`src/rtl/fit_pkg.sv`:
```
package fit_pkg;
  typedef enum logic {
    MODE_CONST = 1'b0,
    MODE_CLASS = 1'b1
  } fit_mode_e;
endpackage

```
`src/rtl/fit_sched.sv`:
```
// Run sequencer: tracks tick and example position and flags the last sample.
module fit_sched #(
  parameter int CW = 16,
  parameter int EW = 8,
  localparam int XW = EW + 1
) (
  input  logic          clk,
  input  logic          rst_n,
  input  logic          start_i,
  input  logic          valid_i,
  input  logic [EW-1:0] npos_i,
  input  logic [EW-1:0] nneg_i,
  input  logic [CW-1:0] tpe_i,
  output logic          run_o,
  output logic          step_o,
  output logic          last_o,
  output logic          empty_o,
  output logic          pos_o,
  output logic [CW-1:0] tick_o,
  output logic [XW-1:0] ex_o
);
  logic          run_q, run_d;
  logic [CW-1:0] tick_q, tick_d, tpe_q, tpe_d;
  logic [XW-1:0] ex_q, ex_d, tot_q, tot_d;
  logic [EW-1:0] npos_q, npos_d;
  logic [XW-1:0] tot_in;
  logic          nonzero;
  logic          tick_end;
  logic          upd;

  assign tot_in   = {1'b0, npos_i} + {1'b0, nneg_i};
  assign nonzero  = (tot_in != '0) && (tpe_i != '0);
  assign step_o   = run_q && valid_i && !start_i;
  assign tick_end = (tick_q == tpe_q - CW'(1));
  assign last_o   = step_o && tick_end && (ex_q == tot_q - XW'(1));
  assign empty_o  = start_i && !nonzero;
  assign pos_o    = (ex_q < {1'b0, npos_q});
  assign upd      = start_i || step_o;

  always_comb begin
    run_d  = run_q;
    tick_d = tick_q;
    ex_d   = ex_q;
    tpe_d  = tpe_q;
    tot_d  = tot_q;
    npos_d = npos_q;
    if (start_i) begin
      run_d  = nonzero;
      tick_d = '0;
      ex_d   = '0;
      tpe_d  = tpe_i;
      tot_d  = tot_in;
      npos_d = npos_i;
    end else if (step_o) begin
      if (last_o) begin
        run_d  = 1'b0;
        tick_d = '0;
        ex_d   = '0;
      end else if (tick_end) begin
        tick_d = '0;
        ex_d   = ex_q + XW'(1);
      end else begin
        tick_d = tick_q + CW'(1);
      end
    end
  end

  always_ff @(posedge clk or negedge rst_n) begin
    if (!rst_n) begin
      run_q  <= 1'b0;
      tick_q <= '0;
      ex_q   <= '0;
      tpe_q  <= '0;
      tot_q  <= '0;
      npos_q <= '0;
    end else if (upd) begin
      run_q  <= run_d;
      tick_q <= tick_d;
      ex_q   <= ex_d;
      tpe_q  <= tpe_d;
      tot_q  <= tot_d;
      npos_q <= npos_d;
    end
  end

  assign run_o  = run_q;
  assign tick_o = tick_q;
  assign ex_o   = ex_q;

  AST_TICK_RANGE: assert property (@(posedge clk) disable iff (!rst_n)
    run_q |-> (tick_q < tpe_q)) else $error("tick index out of range");
  AST_EX_RANGE: assert property (@(posedge clk) disable iff (!rst_n)
    run_q |-> (ex_q < tot_q)) else $error("example index out of range");
  AST_RUN_ENDS: assert property (@(posedge clk) disable iff (!rst_n)
    (last_o && !start_i) |=> (!run_q && tick_q == '0 && ex_q == '0)) else $error("run did not end");
  AST_IDLE_IDX: assert property (@(posedge clk) disable iff (!rst_n)
    (!run_q && !start_i) |=> ($stable(tick_q) && $stable(ex_q))) else $error("index moved while idle");
endmodule

```
`src/rtl/fit_sqerr.sv`:
```
// Target selection and squared difference, purely combinational.
module fit_sqerr #(
  parameter int SW = 8,
  parameter int TGT_HI = 51,
  localparam int PW = 2 * SW + 2
) (
  input  fit_pkg::fit_mode_e mode_i,
  input  logic signed [SW-1:0] cst_i,
  input  logic                 pos_i,
  input  logic signed [SW-1:0] smp_i,
  output logic [PW-1:0]        sq_o
);
  localparam logic signed [SW:0] HI_C = (SW+1)'(TGT_HI);
  localparam logic signed [SW:0] LO_C = -HI_C;

  logic signed [SW:0] tgt_w;
  logic signed [SW:0] diff;
  logic [SW:0]        mag;

  always_comb begin
    if (mode_i == fit_pkg::MODE_CONST) tgt_w = {cst_i[SW-1], cst_i};
    else if (pos_i)                    tgt_w = HI_C;
    else                               tgt_w = LO_C;
    diff = {smp_i[SW-1], smp_i} - tgt_w;
    mag  = diff[SW] ? (SW+1)'(-diff) : (SW+1)'(diff);
    sq_o = PW'(mag) * PW'(mag);
  end
endmodule

```
`src/rtl/fit_acc.sv`:
```
// Error accumulator, completion pulse and threshold flag.
module fit_acc #(
  parameter int PW = 18,
  parameter int AW = 43
) (
  input  logic          clk,
  input  logic          rst_n,
  input  logic          start_i,
  input  logic          step_i,
  input  logic          last_i,
  input  logic          empty_i,
  input  logic [PW-1:0] sq_i,
  input  logic [AW-1:0] cut_i,
  output logic [AW-1:0] sum_o,
  output logic          done_o,
  output logic          hit_o
);
  logic [AW-1:0] sum_q, sum_d, cut_q, cut_d;
  logic          done_q, done_d, hit_q, hit_d;

  always_comb begin
    sum_d  = sum_q;
    cut_d  = cut_q;
    hit_d  = hit_q;
    done_d = 1'b0;
    if (start_i) begin
      sum_d  = '0;
      cut_d  = cut_i;
      hit_d  = empty_i;
      done_d = empty_i;
    end else if (step_i) begin
      sum_d = sum_q + AW'(sq_i);
      if (last_i) begin
        done_d = 1'b1;
        hit_d  = (sum_d <= cut_q);
      end
    end
  end

  always_ff @(posedge clk or negedge rst_n) begin
    if (!rst_n) begin
      sum_q  <= '0;
      cut_q  <= '0;
      hit_q  <= 1'b0;
      done_q <= 1'b0;
    end else begin
      done_q <= done_d;
      if (start_i || step_i) begin
        sum_q <= sum_d;
        cut_q <= cut_d;
        hit_q <= hit_d;
      end
    end
  end

  assign sum_o  = sum_q;
  assign done_o = done_q;
  assign hit_o  = hit_q;

  AST_NO_OVERFLOW: assert property (@(posedge clk) disable iff (!rst_n)
    (step_i && !start_i) |=> (sum_q >= $past(sum_q))) else $error("accumulator wrapped");
  AST_DONE_PULSE: assert property (@(posedge clk) disable iff (!rst_n)
    (done_q && !start_i) |=> !done_q) else $error("done longer than one cycle");
  AST_IDLE_HOLD: assert property (@(posedge clk) disable iff (!rst_n)
    (!step_i && !start_i) |=> $stable(sum_q)) else $error("sum moved without a sample");
  AST_HIT_MATCH: assert property (@(posedge clk) disable iff (!rst_n)
    done_q |-> (hit_q == (sum_q <= cut_q))) else $error("threshold flag mismatch");
  AST_START_CLEAR: assert property (@(posedge clk) disable iff (!rst_n)
    (start_i && !empty_i) |=> (sum_q == '0 && !hit_q)) else $error("start did not clear");
endmodule

```
`src/rtl/fit_score.sv`:
```
// Top: latches run settings and connects sequencer, error path and accumulator.
module fit_score #(
  parameter int SW = 8,
  parameter int FB = 6,
  parameter int CW = 16,
  parameter int EW = 8,
  localparam int XW = EW + 1,
  localparam int PW = 2 * SW + 2,
  localparam int AW = PW + CW + EW + 1,
  localparam int TGT_HI = (4 * (1 << FB) + 2) / 5
) (
  input  logic          clk,
  input  logic          rst_n,
  input  logic          start_i,
  input  logic          mode_i,
  input  logic [SW-1:0] tgt_i,
  input  logic [EW-1:0] npos_i,
  input  logic [EW-1:0] nneg_i,
  input  logic [CW-1:0] tpe_i,
  input  logic [AW-1:0] cutoff_i,
  input  logic          valid_i,
  input  logic [SW-1:0] smp_i,
  output logic          busy_o,
  output logic [XW-1:0] ex_idx_o,
  output logic [CW-1:0] tick_idx_o,
  output logic [AW-1:0] sum_o,
  output logic          done_o,
  output logic          hit_o
);
  fit_pkg::fit_mode_e mode_q, mode_d;
  logic [SW-1:0]      cst_q, cst_d;
  logic               step, last, empty, pos;
  logic [PW-1:0]      sq;

  always_comb begin
    mode_d = mode_q;
    cst_d  = cst_q;
    if (start_i) begin
      mode_d = fit_pkg::fit_mode_e'(mode_i);
      cst_d  = tgt_i;
    end
  end

  always_ff @(posedge clk or negedge rst_n) begin
    if (!rst_n) begin
      mode_q <= fit_pkg::MODE_CONST;
      cst_q  <= '0;
    end else if (start_i) begin
      mode_q <= mode_d;
      cst_q  <= cst_d;
    end
  end

  fit_sched #(.CW(CW), .EW(EW)) u_sched (
    .clk     (clk),
    .rst_n   (rst_n),
    .start_i (start_i),
    .valid_i (valid_i),
    .npos_i  (npos_i),
    .nneg_i  (nneg_i),
    .tpe_i   (tpe_i),
    .run_o   (busy_o),
    .step_o  (step),
    .last_o  (last),
    .empty_o (empty),
    .pos_o   (pos),
    .tick_o  (tick_idx_o),
    .ex_o    (ex_idx_o)
  );

  fit_sqerr #(.SW(SW), .TGT_HI(TGT_HI)) u_sqerr (
    .mode_i (mode_q),
    .cst_i  (cst_q),
    .pos_i  (pos),
    .smp_i  (smp_i),
    .sq_o   (sq)
  );

  fit_acc #(.PW(PW), .AW(AW)) u_acc (
    .clk     (clk),
    .rst_n   (rst_n),
    .start_i (start_i),
    .step_i  (step),
    .last_i  (last),
    .empty_i (empty),
    .sq_i    (sq),
    .cut_i   (cutoff_i),
    .sum_o   (sum_o),
    .done_o  (done_o),
    .hit_o   (hit_o)
  );

  AST_EMPTY_DONE: assert property (@(posedge clk) disable iff (!rst_n)
    empty |=> (done_o && hit_o && !busy_o)) else $error("empty run not completed");
endmodule

```
`config.mk`:
```
export PLATFORM = sky130hd
export DESIGN_NAME = fit_score
export DESIGN_NICKNAME = d
export VERILOG_FILES = /design/src/rtl/fit_pkg.sv /design/src/rtl/fit_sched.sv /design/src/rtl/fit_sqerr.sv /design/src/rtl/fit_acc.sv /design/src/rtl/fit_score.sv
export SDC_FILE = /design/constraint.sdc
export NUM_CORES = 1
export LEC_CHECK = 0
export ABC_CLOCK_PERIOD_IN_PS = 25000
export BUFFER_PORTS_ARGS = -buffer_cell sky130_fd_sc_hd__buf_2
export CAP_MARGIN = 20
export CELL_PAD_IN_SITES_DETAIL_PLACEMENT = 2
export CELL_PAD_IN_SITES_GLOBAL_PLACEMENT = 2
export CORE_ASPECT_RATIO = 0.5
export CORE_MARGIN = 2
export CORE_UTILIZATION = 39
export DETAILED_ROUTE_END_ITERATION = 10
export PLACE_DENSITY_LB_ADDON = 0.1
export REMOVE_ABC_BUFFERS = 1
export SYNTH_ARGS = -nofsm -noshare
export SYNTH_HDL_FRONTEND = slang
export SYNTH_SLANG_ARGS = --single-unit
```
`constraint.sdc`:
```
create_clock -name clk -period 25 [get_ports clk]
set_input_delay 7.5 -clock clk [delete_from_list [all_inputs] [get_ports clk]]
set_output_delay 7.5 -clock clk [all_outputs]
set_load 0.01 [all_outputs]
```
After elaboration in Yosys (flattened, before gate mapping). Cells that the tools add are included.

Output and inout port bits: 71. Flip-flop bits (word level): 156. Bits of input ports: 96.

Multiply operators: 1. Mux-type cells: 22. Reduce and logical (&&, ||, !) cells: 18. Add/sub/neg operators: 8. Magnitude comparators: 2. Equality and inequality tests: 2.

Operator list (number): 43-bit 2-to-1 mux (2); 16-bit 2-to-1 mux (4); 9-bit 2-to-1 mux (7); 43-bit by 18-bit adder with 43-bit output (1); 43-bit less-or-equal comparator (1); 9-bit by 9-bit multiplier with 18-bit output (1); 16-bit by 1-bit adder with 16-bit output, second input constant (1); 16-bit equality test (1); 16-bit nonzero test (1); 16-bit by 1-bit subtractor with 16-bit output, second input constant (1); 8-bit by 8-bit adder with 9-bit output (1); 9-bit by 1-bit adder with 9-bit output, second input constant (1); 9-bit equality test (1); 9-bit by 8-bit < comparator with 1-bit output (1); 1-bit 2-to-1 mux (9); 9-bit negator (1); 9-bit nonzero test (1); 9-bit by 1-bit subtractor with 9-bit output, second input constant (1); 9-bit subtractor (1); 1-bit logical AND (6); 3-bit AND reduction (2); 2-bit AND reduction (2); 2-bit nonzero test (2); 3-bit nonzero test (1); 2 further kinds (3).

Depth between registers and ports, before layout.
Depth after elaboration: 12. Gate-level depth with buffers: 50. Gate-level depth less buffers: 46.

By module. From an unflattened synthesis, not the netlist that was laid out.

Cells, all modules: 1521. Area total of the unflattened synthesis: 13541.7 um2.

Modules (own cells, without submodules): fit_acc (instances 1, area an instance 6287.3 um2, cells each 721); fit_sched (instances 1, area an instance 4152.7 um2, cells each 448); fit_sqerr (instances 1, area an instance 2730.1 um2, cells each 333); fit_score (instances 1, area an instance 371.6 um2, cells each 19).

Least setup slack after synthesis. No wires, ideal clock.

Path kind: input to register. Start: input smp_i[0]. End: register u_acc.hit_q (netlist: u_acc.hit_o). Slack: 8908 ps. Stages on the path: 42. Buffers on the path: 4. Data required time: 24872 ps. Arrival time: 15964 ps. Cell sequence: inv_1 ha_1 fa_1 nor2b_1 o31a_1 o31a_1 a2bb2oi_2 o21ba_2 xnor2_1 clkbuf_1 or2_2 fa_1 inv_1 fa_1 inv_1 fa_1 inv_1 fa_1 [6 not listed] a21oi_1 a21oi_1 nand4_1 a21oi_1 o31a_1 buf_2 buf_1 nor2_1 xor2_1 ha_1 nand4_1 nor2_1 a2111oi_0 a2111oi_0 nor2_1 nand4_1 a22oi_1 mux2_1.

Cells in the longest elaborated chain, start to end: 9.

RTL lines: start: declaration (line fit_score.sv:22) `input logic [SW-1:0] smp_i,`; 9-bit subtractor (*) (line fit_sqerr.sv:24) `diff = {smp_i[SW-1], smp_i} - tgt_w;`; 9-bit negator (line fit_sqerr.sv:25) `mag = diff[SW] ? (SW+1)'(-diff) : (SW+1)'(diff);`; 9-bit 2-to-1 mux (*) (line fit_sqerr.sv:25); 9-bit by 9-bit multiplier with 18-bit output (*) (line fit_sqerr.sv:26) `sq_o = PW'(mag) * PW'(mag);`; 43-bit by 18-bit adder with 43-bit output (*) (line fit_acc.sv:32) `sum_d = sum_q + AW'(sq_i);`; 43-bit less-or-equal comparator (*) (line fit_acc.sv:35) `hit_d = (sum_d <= cut_q);`; 1-bit 2-to-1 mux (*) (line fit_acc.sv:33) `if (last_i) begin`; 1-bit 2-to-1 mux (*) (line fit_acc.sv:31) `end else if (step_i) begin`; 1-bit 2-to-1 mux (*) (line fit_acc.sv:26) `if (start_i) begin`; end signal: assignment (line fit_acc.sv:51) `hit_q <= hit_d;`; end: declaration (line fit_acc.sv:19) `logic done_q, done_d, hit_q, hit_d;`.

Mark *: on every way between the ends. The rest lies on a longest branch, timed or not. The select of a mux whose other input is x is not followed. A chain may end at the register's enable or synchronous reset.

Worst setup path in the final report. Same ends and word-level chain as after synthesis.

==> flow_summary.toml <==
[outcome]
status = "finished, final reports clean"

[logic_synthesis]
yosys_warnings = 0
seq_area_frac_synth_pct = 30.6
synth_flop_cell = "dfrtp_1"
ys_types = 83
synth_top_area_share_pct = 30.6
avgSynthCellArea_um2 = 8.69
synth_area_leaders = "dfrtp_1, ha_1, fa_1, inv_1, o21ai_0"
async_flop_share_pct = 100
syn_area_mm2 = 0.0127
ys_ff_latch = 156
synth-edff-count = 0
post-synth-top-area-cell = "dfrtp_1"
syn_inst = 1466

[worst_setup_path]
crit_type = "input pin to flop"
r2r-end = "u_acc.hit_o"
critPathRequiredTime_ps = 25330
reg2regPathDepth = 45
reg2reg_setup_slack_ps = 12940
crit_fanout = 20
cp.depth = 38
endpoint_kind = "flop"
start_kind = "input pin"
slowest_delay_ps = 740
cpMaxStageDelayCell = "o31a_1"
cp-endpoint = "u_acc.hit_o"
crit_arrival_ps = 17460
crit_buf_inv = 7
crit_family = "adder cells"
startpoint = "smp_i[0]"
regToRegStartpoint = "u_sched.ex_o[1]"

[timing]
fin_tns_setup_ps = 0
skew_ps = 8.06
fin_crit_ps = 17120
fmax_ghz = 0.0584
finalMaxSlewViolations = 0
rsz0062_at_grt = "false"
final_hold_viol_count = 0
finalSetupViolations = 0
tightest_slew_ps = 1050
slew_headroom_pct = 30.1
fin_crit_sh_pct = 68.5

[detailed_routing]
vias_per_cell = 5.43
ant_nets = 0
avgRoutedWirePerCell_um = 20.4
drc = 0
drt_wl_total_mm = 42.0
vias = 11200
dr.pass1.iters = 4
first_iter_violations = 537

[finish]
multiInputGateArea_mm2 = 0.00797
layout.nets = 1870
diodes = 0
areaGrowthSynthToFinish_pct = 14.9
seqCellArea_mm2 = 0.00390
drive_above_1_share_pct = 16.0
final_common_cell = "inv_1"
fin_util_pct = 45.8
final_cell_mix = "inv_1, buf_2, dfrtp_1"
n_fill_cell = 3580

[place]
dpl.hpwl_mm = 32.4
port_buffers = 166
gp_congestion = 0.837

[clock_tree]
cts_resized = 0
clk_latency_ps = 460
cts.sinks = 156
clkTransAtPathRegs_ps = 70
htree_levels = 4
cts_setup_buffers = 0
clock_path_buffers = 2
cts-buffers-inserted = 17
ctsHoldBuffers = 0
cts-root-buf = "clkbuf_16"
cts_tree = "built"

[floorplan]
die_w_um = 260
rows = 46
dieArea_mm2 = 0.0342
start_util_pct = 39.9
fp.coreArea_mm2 = 0.0319
die_h_um = 132
ios = 167

[flow_run]
cap_viol_max_count = 0

[global_routing]
grt_overflow = 0
grt_usage_pct = 25.4
grt_pass1_wl_mm = 69.5
antenna_found_initial = 1
grt_pass1_vias = 12900
grt_max_degree = 81

[worst_hold_path]
hp-class = "flop to flop"
hold_depth = 1
[per-layer routing]
metal  track usage, %  part of all wire, %
met1             32.0                   45
met4             6.64                  1.7
met3             3.61                  2.2
met5                0                    0
met2             45.5                   52
[how the worst min path moves through the flow]
stage / start / endpoint
after detailed placement: cst_q[6] / cst_q[6]
after global placement: cst_q[7] / cst_q[7]
after global routing: cst_q[2] / cst_q[2]
final: cst_q[6] / cst_q[6]
after CTS: cst_q[6] / cst_q[6]
after floorplan: cst_q[0] / cst_q[0]
[cell usage after synthesis, types with 7 or more instances]
cell,instances
inv_1,177
dfrtp_1,156
nand2_1,151
o21ai_0,128
ha_1,114
nor2_1,107
a21oi_1,76
xnor2_1,50
xor2_1,49
fa_1,48
clkbuf_1,35
a21o_1,31
nand4_1,24
mux2_2,23
nand3_1,23
and3_1,22
nor3_1,21
and2_1,14
o21a_1,14
nor3b_1,13
o31ai_1,13
or3_1,12
buf_1,9
nor2b_1,9
nor4_1,9
or2_2,9
a211oi_1,7
nand2b_1,7
o31a_1,7
or4_1,7
[final cells by class]
type | instances | area share [%]
timing repair buffer | 174 | 6.17
inverter | 178 | 4.56
multi-input combinational | 1085 | 54.4
tap | 432 | 3.69
clock buffer | 19 | 3.02
clock inverter | 13 | 1.47
sequential | 156 | 26.7
[per-stage QoR]
step	instances	area [µm²]	hold slack (ps)	setup slack [ps]
4_1_cts	2056	14600	520	7820
6_report	2057	14600	514	7880
5_1_grt	2057	14600	546	6970
2_1_floorplan	1419	12500	472	9130
3_3_place_gp	2024	14000	484	8010
3_5_place_dp	2024	14000	505	7420
[logic make-up after synthesis]
kind of cell	after synthesis	share of synthesized area, %
AND/OR/NAND/NOR	457	18.0
AO/OA/AOI/OAI	336	16.5
buffers and inverters	228	6.94
adder cells (fa/ha/maj)	162	18.7
flip-flops	156	30.6
XOR/XNOR	99	6.80
multiplexers	26	2.28
other	2	0.0589
[registers in the layout (all words and copies together) (netlist names), 8 cells and up]
| signal | cells |
|---|---|
| u_sched.ex_o | 9 |
| u_sched.npos_q | 8 |
| cst_q | 8 |
| u_sched.tick_o | 16 |
| u_sched.tot_q | 9 |
| u_acc.sum_o | 43 |
| u_acc.cut_q | 43 |
| u_sched.tpe_q | 16 |
[worst reg2reg max path, delay by kind of cell (launching register included)]
family,cells,cell delay [ps]
XOR/XNOR,2,430
buffers and inverters,6,530
adder cells (fa/ha/maj),9,3990
multiplexers,1,330
flip-flops,1,470
AND/OR/NAND/NOR,10,2390
AO/OA/AOI/OAI,17,3790
Power is not shown: default switching activity piles up to over one toggle a cycle in this logic, so the estimate is an artifact.
